[config.mk]
export PLATFORM = sky130hd
export DESIGN_NAME = memtag_unit
export DESIGN_NICKNAME = d
export VERILOG_FILES = /design/src/rtl/memtag_unit.sv
export SDC_FILE = /design/constraint.sdc
export NUM_CORES = 1
export LEC_CHECK = 0
export BUFFER_PORTS_ARGS = -buffer_cell sky130_fd_sc_hd__buf_4
export CORE_MARGIN = 2
export CORE_UTILIZATION = 35
export CTS_CLUSTER_SIZE = 10
export DETAILED_ROUTE_END_ITERATION = 7
export PLACE_DENSITY = 0.63
export SKIP_LAST_GASP = 1
export SYNTH_ARGS = -nofsm -noshare
export SYNTH_HDL_FRONTEND = slang
export SYNTH_SLANG_ARGS = --single-unit
[constraint.sdc]
create_clock -name clk -period 18.92 [get_ports clk]
set_clock_uncertainty 0.05 [all_clocks]
set_input_delay 3.784 -clock clk [delete_from_list [all_inputs] [get_ports clk]]
set_output_delay 3.784 -clock clk [all_outputs]
set_load 0.01 [all_outputs]
[src/rtl/memtag_unit.sv]
module memtag_unit #(
  parameter int ADDR_W    = 64,
  parameter int DATA_W    = 32,
  parameter int TAG_W     = 4,
  parameter int BLK_BYTES = 64,
  parameter int IDX_W     = 4
) (
  input  logic              clk,
  input  logic              rst_n,
  input  logic              req_valid,
  input  logic [ADDR_W-1:0] req_addr,
  input  logic              req_store,
  input  logic              req_tagset,
  input  logic              req_blkinit,
  input  logic              req_nofault,
  input  logic [DATA_W-1:0] req_wdata,
  input  logic [ADDR_W-1:0] req_pc,
  input  logic              task_chk_en,
  input  logic              page_chk_en,
  input  logic              page_writable,
  input  logic              precise_mode,
  input  logic              dfr_ack,
  output logic              resp_valid,
  output logic [DATA_W-1:0] resp_rdata,
  output logic              trap_valid,
  output logic [1:0]        trap_type,
  output logic [ADDR_W-1:0] trap_addr,
  output logic              dfr_pending,
  output logic [ADDR_W-1:0] dfr_pc
);
  localparam int OFF_W   = $clog2(BLK_BYTES);
  localparam int DEPTH   = 1 << IDX_W;
  localparam int TAG_LSB = ADDR_W - TAG_W;
  localparam logic [TAG_W-1:0] WILD_LO = '0;
  localparam logic [TAG_W-1:0] WILD_HI = '1;
  localparam logic [1:0] TT_NONE = 2'd0, TT_MISMATCH = 2'd1, TT_TAGOFF = 2'd2, TT_RDONLY = 2'd3;

  logic [TAG_W-1:0]  tag_mem  [DEPTH];
  logic [DATA_W-1:0] data_mem [DEPTH];

  logic [IDX_W-1:0] idx;
  logic [TAG_W-1:0] atag, stag;
  logic is_set, is_init, is_st, is_ld;
  logic chk_on, wild, mism;
  logic ld_trap, st_prec, st_dfr, set_off, set_ro, set_ok, any_trap, capture;

  assign idx     = req_addr[OFF_W +: IDX_W];
  assign atag    = req_addr[TAG_LSB +: TAG_W];
  assign stag    = tag_mem[idx];
  assign is_set  = req_tagset;
  assign is_init = !req_tagset && req_blkinit;
  assign is_st   = !req_tagset && !req_blkinit && req_store;
  assign is_ld   = !req_tagset && !req_blkinit && !req_store;
  assign chk_on  = task_chk_en && page_chk_en;
  assign wild    = (atag == WILD_LO) || (atag == WILD_HI) || (stag == WILD_LO) || (stag == WILD_HI);
  assign mism    = chk_on && !wild && (atag != stag);
  assign ld_trap = is_ld && !req_nofault && mism;
  assign st_prec = is_st && mism && precise_mode;
  assign st_dfr  = is_st && mism && !precise_mode;
  assign set_off = is_set && !task_chk_en;
  assign set_ro  = is_set && task_chk_en && !page_writable;
  assign set_ok  = is_set && task_chk_en && page_writable;
  assign any_trap = ld_trap || st_prec || set_off || set_ro;
  assign capture  = req_valid && st_dfr && (!dfr_pending || dfr_ack);

  always_ff @(posedge clk) begin
    if (!rst_n) begin
      resp_valid  <= 1'b0;
      resp_rdata  <= '0;
      trap_valid  <= 1'b0;
      trap_type   <= TT_NONE;
      trap_addr   <= '0;
      dfr_pending <= 1'b0;
      dfr_pc      <= '0;
      for (int i = 0; i < DEPTH; i++) begin
        tag_mem[i]  <= '0;
        data_mem[i] <= '0;
      end
    end else begin
      resp_valid <= req_valid;
      trap_valid <= req_valid && any_trap;
      trap_addr  <= (req_valid && any_trap) ? req_addr : '0;
      resp_rdata <= (req_valid && is_ld && !ld_trap) ? data_mem[idx] : '0;
      if (!req_valid)   trap_type <= TT_NONE;
      else if (set_off) trap_type <= TT_TAGOFF;
      else if (set_ro)  trap_type <= TT_RDONLY;
      else if (ld_trap || st_prec) trap_type <= TT_MISMATCH;
      else              trap_type <= TT_NONE;
      if (req_valid) begin
        if (set_ok) tag_mem[idx] <= req_wdata[TAG_W-1:0];
        if (is_init) begin
          tag_mem[idx]  <= '0;
          data_mem[idx] <= '0;
        end
        if (is_st && !st_prec) data_mem[idx] <= req_wdata;
      end
      if (capture) begin
        dfr_pending <= 1'b1;
        dfr_pc      <= req_pc;
      end else if (dfr_ack) begin
        dfr_pending <= 1'b0;
      end
    end
  end

  assert_trap_in_resp_R2: assert property (@(posedge clk) disable iff (!rst_n)
    trap_valid |-> resp_valid);

  assert_gate_off_R3: assert property (@(posedge clk) disable iff (!rst_n)
    ($past(req_valid) && !$past(req_tagset) && !($past(task_chk_en) && $past(page_chk_en)))
    |-> !trap_valid);

  assert_wildcard_R4: assert property (@(posedge clk) disable iff (!rst_n)
    ($past(req_valid) && !$past(req_tagset) &&
     (($past(req_addr[TAG_LSB +: TAG_W]) == WILD_LO) || ($past(req_addr[TAG_LSB +: TAG_W]) == WILD_HI)))
    |-> !trap_valid);

  assert_nofault_R8: assert property (@(posedge clk) disable iff (!rst_n)
    ($past(req_valid) && !$past(req_tagset) && !$past(req_blkinit) && !$past(req_store) && $past(req_nofault))
    |-> !trap_valid);

  assert_tagoff_R10: assert property (@(posedge clk) disable iff (!rst_n)
    ($past(req_valid) && $past(req_tagset) && !$past(task_chk_en))
    |-> (trap_valid && trap_type == TT_TAGOFF));

  assert_hold_record_R13: assert property (@(posedge clk) disable iff (!rst_n)
    (dfr_pending && !dfr_ack) |=> (dfr_pending && $stable(dfr_pc)));
endmodule

* Word-level counts from Yosys, hierarchy flattened
Memories as Yosys holds them, arrays and structs flattened. A register that Yosys moved wholly into a read port is not among the register bits.
Cells that the tools add are included.
** Operators by class
- Add/sub/neg operators :: 0
- $mul :: 0
- Divide/modulo/power cells :: 0
- Magnitude comparators :: 0
- Eq/ne operators :: 3
- Shifts and indexed selects :: 0
- Muxes and demuxes :: 26
- Bitwise operators :: 4
- Reduce and logical (&&, ||, !) cells :: 50
** Operator list (count)
- $mux W32 :: 2
- $reduce_or A32 Y1 :: 1
- $logic_and A1 B1 Y1 :: 22
- $mux W1 :: 18
- $mux W4 :: 4
- $logic_not A1 Y1 :: 12
- $eq A4 B4 Y1 const B :: 2
- $logic_not A4 Y1 :: 2
- $logic_or A1 B1 Y1 :: 7
- $reduce_and A2 Y1 :: 3
- $mux W2 :: 2
- $ne A4 B4 Y1 :: 1
- $reduce_or A4 Y1 :: 1
- $reduce_or A3 Y1 :: 1
- $not A1 Y1 :: 2
- $or A1 B1 Y1 :: 2
- $reduce_bool A2 Y1 :: 1
** Word-level totals
- Register bits :: 133
- Bits in latches :: 0
- Bits in writable memories :: 576
- Memory bits (read-only) :: 0
- Input port bits :: 172
- Output and inout port bits :: 165
- Memories kept :: 2
** Memories
- data_mem :: words 16, bits a word 32, rd ports 1, clocked after memory_dff 1, wr ports 16, line 39 : logic [DATA_W-1:0] data_mem [DEPTH];
- tag_mem :: words 16, bits a word 4, rd ports 1, clocked after memory_dff 0, wr ports 16, line 38 : logic [TAG_W-1:0] tag_mem [DEPTH];

* Depth between registers and ports, before layout
- Word-level depth :: 18
- Mapped depth :: 11
- Mapped depth without buffers :: 7

* Worst setup path after synthesis
Ideal clock, no wire load.
- Kind :: input to register
- Start :: input req_addr[7]
- End :: memory data_mem[0][0], enable pin
- Setup time :: 466 ps
- Data arrival time :: 8324 ps
- Setup slack :: 10081 ps
- Stages :: 11
- Path buffers :: 4
- Cell sequence :: buf_4 buf_6 mux4_2 a22oi_1 nand3_1 or4_1 nand3_2 nor3b_2 buf_6 clkbuf_1 o21ai_0
** RTL lines
- from (decl) :: line 11 : input logic [ADDR_W-1:0] req_addr,
- to (decl) :: line 39

==> flow_summary_export.csv <==
group,metric,value,unit
detailed_routing,num_vias,21650,
detailed_routing,routed_wirelength,97170,um
clock_tree,cts_buffers,89,
final_layout,layout_common_cells,"edfxtp_1 (576), buf_4 (383), nor4_1 (257)",
floorplan,fp-row-count,113,
sta,finalSetupTns,0,ns
critical_path,critical_path_class,"input pin to register",
clock_tree,root_buffer,"clkbuf_16",
yosys,yosysUniqueCellTypes,37,
yosys,post_synth.cell_area_avg,14.67,um^2
yosys,synth-seq-cells,741,
power,powerDensity,92.63,mW/mm^2
placement,port_buffers,336,
detailed_routing,first_pass_iters,7,
critical_path,cp-end-kind,"register",
yosys,synthesis.area,0.03352,mm^2
grt,grt_pass1_wl,143400,um
floorplan,core,0.09501,mm^2
yosys,synth-xor-area-share,0.1568,%
status,violations,"slew limit",
floorplan,dieHeight,313.5,um
grt,grt-ovfl-total,0,
final_layout,diodes,0,
detailed_routing,vias_per_cell,5.713,
sta,period_needed,9.044,ns
sta,final-hold-violation-count,0,
yosys,synthSimpleGateAreaFrac,19.16,%
sta,slew_violations,5,
grt,antenna_found_initial,3,
clock_tree,h-tree-depth,3,
sta,hold-worst-slack,0.4065,ns
sta,relSlewSlack,-0.006876,%
placement,gp_congestion,0.8185,
clock_tree,post_cts_buffers,0,
final_layout,syn2layout_area_growth,17.86,%
yosys,synth_fa_ha_area_share,0,%
yosys,syn-num-nets,2456,
sta,rsz0062_at_grt,"false",
yosys,muxShareOfSynthArea,13.95,%
power,p_leak,12.81,nW
grt,grt_max_degree,229,
yosys,synthCells,2284,
run,max-cap-violations,0,
clock_tree,worstSkewPairLatency,0.64,ns
floorplan,io_pins,337,
floorplan,start_util,35.28,%
detailed_routing,drtIter0Drc,2236,
final_layout,nets,2632,
critical_path,worstPathMaxFanout,180,
sta,setup_viol,0,
detailed_routing,wl_per_cell,25.65,um
clock_tree,cts_resized,0,
critical_path,worstPathRequired,19.16,ns
power,irDropWorstVdd,0.06185,mV
detailed_routing,drc_errors,0,
yosys,ys_warn_count,0,
final_layout,final_common_cell,"edfxtp_1",
grt,grt_usage,19.30,%
min_path,hold_path.class,"register to register",
grt,grt_pass1_vias,22010,
floorplan,fp.dieArea,0.09825,mm^2
placement,dp_hpwl,56310,um
yosys,ys_seq_area_share,61.46,%
detailed_routing,ant_nets,0,
clock_tree,cts_sinks,741,
sta,tightestPinTransition,1.500,ns
clock_tree,cts_tree,"done",
floorplan,die-width,313.5,um
sta,min_period_over_period,47.80,%
clock_tree,hold_buffers,0,
final_layout,drive_gt1_share,35.90,%
clock_tree,clock_tree.buffer_depth,3,
critical_path,start_kind,"input pin",
yosys,synth_top_family_by_area,"simple AND/OR/NAND/NOR gates",
clock_tree,clkTransAtPathRegs,0.05,ns
sta,timing.fmax,110.6,MHz
yosys,synth-compound-area-share,0.7578,%
status,status,"finished with violations",
critical_path,crit_arrival,9.29,ns
final_layout,num-fill-cells,8590,
==> worst max-delay path: stages <==
cell and delay (ns):
buf_6 0.40, buf_4 0.72, mux4_2 0.59, mux2i_1 0.29, xor2_1 0.18, nand3_1 0.11
a211oi_2 0.71, nor3b_4 0.11, buf_12 0.27, buf_4 0.58, o221ai_4 0.74, buf_4 0.46
==> sequential cells by signal, summed over array words and instances, names as in the netlist <==
name         count
trap_valid       1
dfr_pending      1
dfr_pc          64
tag_mem         64
trap_type        2
data_mem       512
trap_addr       64
resp_rdata      32
resp_valid       1
==> cell usage after synthesis <==
master | instances | area, um^2
nor4_2 | 199 | 2490
nand2_1 | 195 | 732.0
or4b_2 | 1 | 10.01
nor3b_2 | 1 | 12.51
buf_1 | 24 | 90.09
mux2i_1 | 71 | 710.7
dfxtp_1 | 165 | 3303
o22ai_1 | 1 | 6.260
a22oi_1 | 2 | 15.01
a211oi_2 | 1 | 12.51
o32ai_1 | 2 | 17.52
or3_1 | 1 | 6.260
clkinv_1 | 1 | 3.750
nor4_1 | 258 | 1614
nor2_1 | 39 | 146.4
and2_1 | 66 | 412.9
nand2b_1 | 2 | 12.51
o221ai_1 | 8 | 70.07
xnor2_1 | 2 | 17.52
nor3_1 | 121 | 605.6
o21ai_0 | 25 | 125.1
nand3b_1 | 2 | 15.01
clkbuf_1 | 215 | 807.0
or4_1 | 1 | 7.510
o31ai_1 | 1 | 7.510
nand3_2 | 1 | 10.01
nand3_1 | 13 | 65.06
or2_2 | 2 | 12.51
buf_2 | 17 | 85.08
inv_1 | 1 | 3.750
nand4_1 | 5 | 31.28
buf_4 | 1 | 7.510
nor2b_1 | 38 | 237.7
edfxtp_1 | 576 | 17300
mux4_2 | 176 | 3964
buf_6 | 46 | 518.0
xor2_1 | 4 | 35.03
==> power breakdown <==
group	leakage, nW	internal, mW	switching (mW)
Combinational	4.11	0.0996	0.195
Clock	1.26	0.910	0.649
Sequential	7.44	1.79	0.0122
==> layout make-up <==
type	count	area [um^2]	area share [%]
Tap cell	1265	1583	4.007
Multi-Input combinational cell	1238	11740	29.72
Inverter	2	7.507	0.01900
Timing Repair Buffer	388	2962	7.497
Clock buffer	142	2531	6.408
Clock inverter	13	81.33	0.2059
Sequential cell	741	20600	52.15
==> path summary, 6_finish.rpt <==
kind	startpoint	endpoint	slack, ns	cells past startpoint
setup / recovery	req_addr[7]	data_mem[2][22]$_SDFFCE_PN0P_	9.88	12
hold / removal	dfr_pc[4]$_SDFFE_PN0P_	dfr_pc[4]$_SDFFE_PN0P_	0.41	2
setup reg to reg	tag_mem[10][3]$_SDFFCE_PN0P_	data_mem[2][22]$_SDFFCE_PN0P_	13.92	10
hold reg to reg	dfr_pc[4]$_SDFFE_PN0P_	dfr_pc[4]$_SDFFE_PN0P_	0.41	2
==> stage by stage <==
stage          util, %  worst slack [ns]  instance area (um^2)  instances  total power, mW
2_1_floorplan        -             10.08                 33520       2284            2.022
3_3_place_gp     38.83             9.385                 36890       3634            2.126
3_5_place_dp     38.83             9.261                 36890       3634            2.133
4_1_cts          41.58             9.939                 39500       3789            3.691
5_1_grt          41.58             9.622                 39500       3789            3.777
6_report         41.58             9.876                 39500       3789            3.659
==> per-layer routing <==
layer	up-vias	share of wire (%)	global-route usage, %	routed length (um)
li1	9375	-	-	-
met1	11050	39	24.83	37770
met2	1006	50	32.27	48750
met3	211	7.5	3.747	7310
met4	2	3.4	7.384	3331
met5	-	0.0093	0	9
==> logic make-up after synthesis <==
family          count (synthesis)
mux                           247
simple gates                  945
flops                         741
compound gates                 40
buf+inv                       305
xor+xnor                        6
No activity file was read; power rests on OpenSTA's default activity.
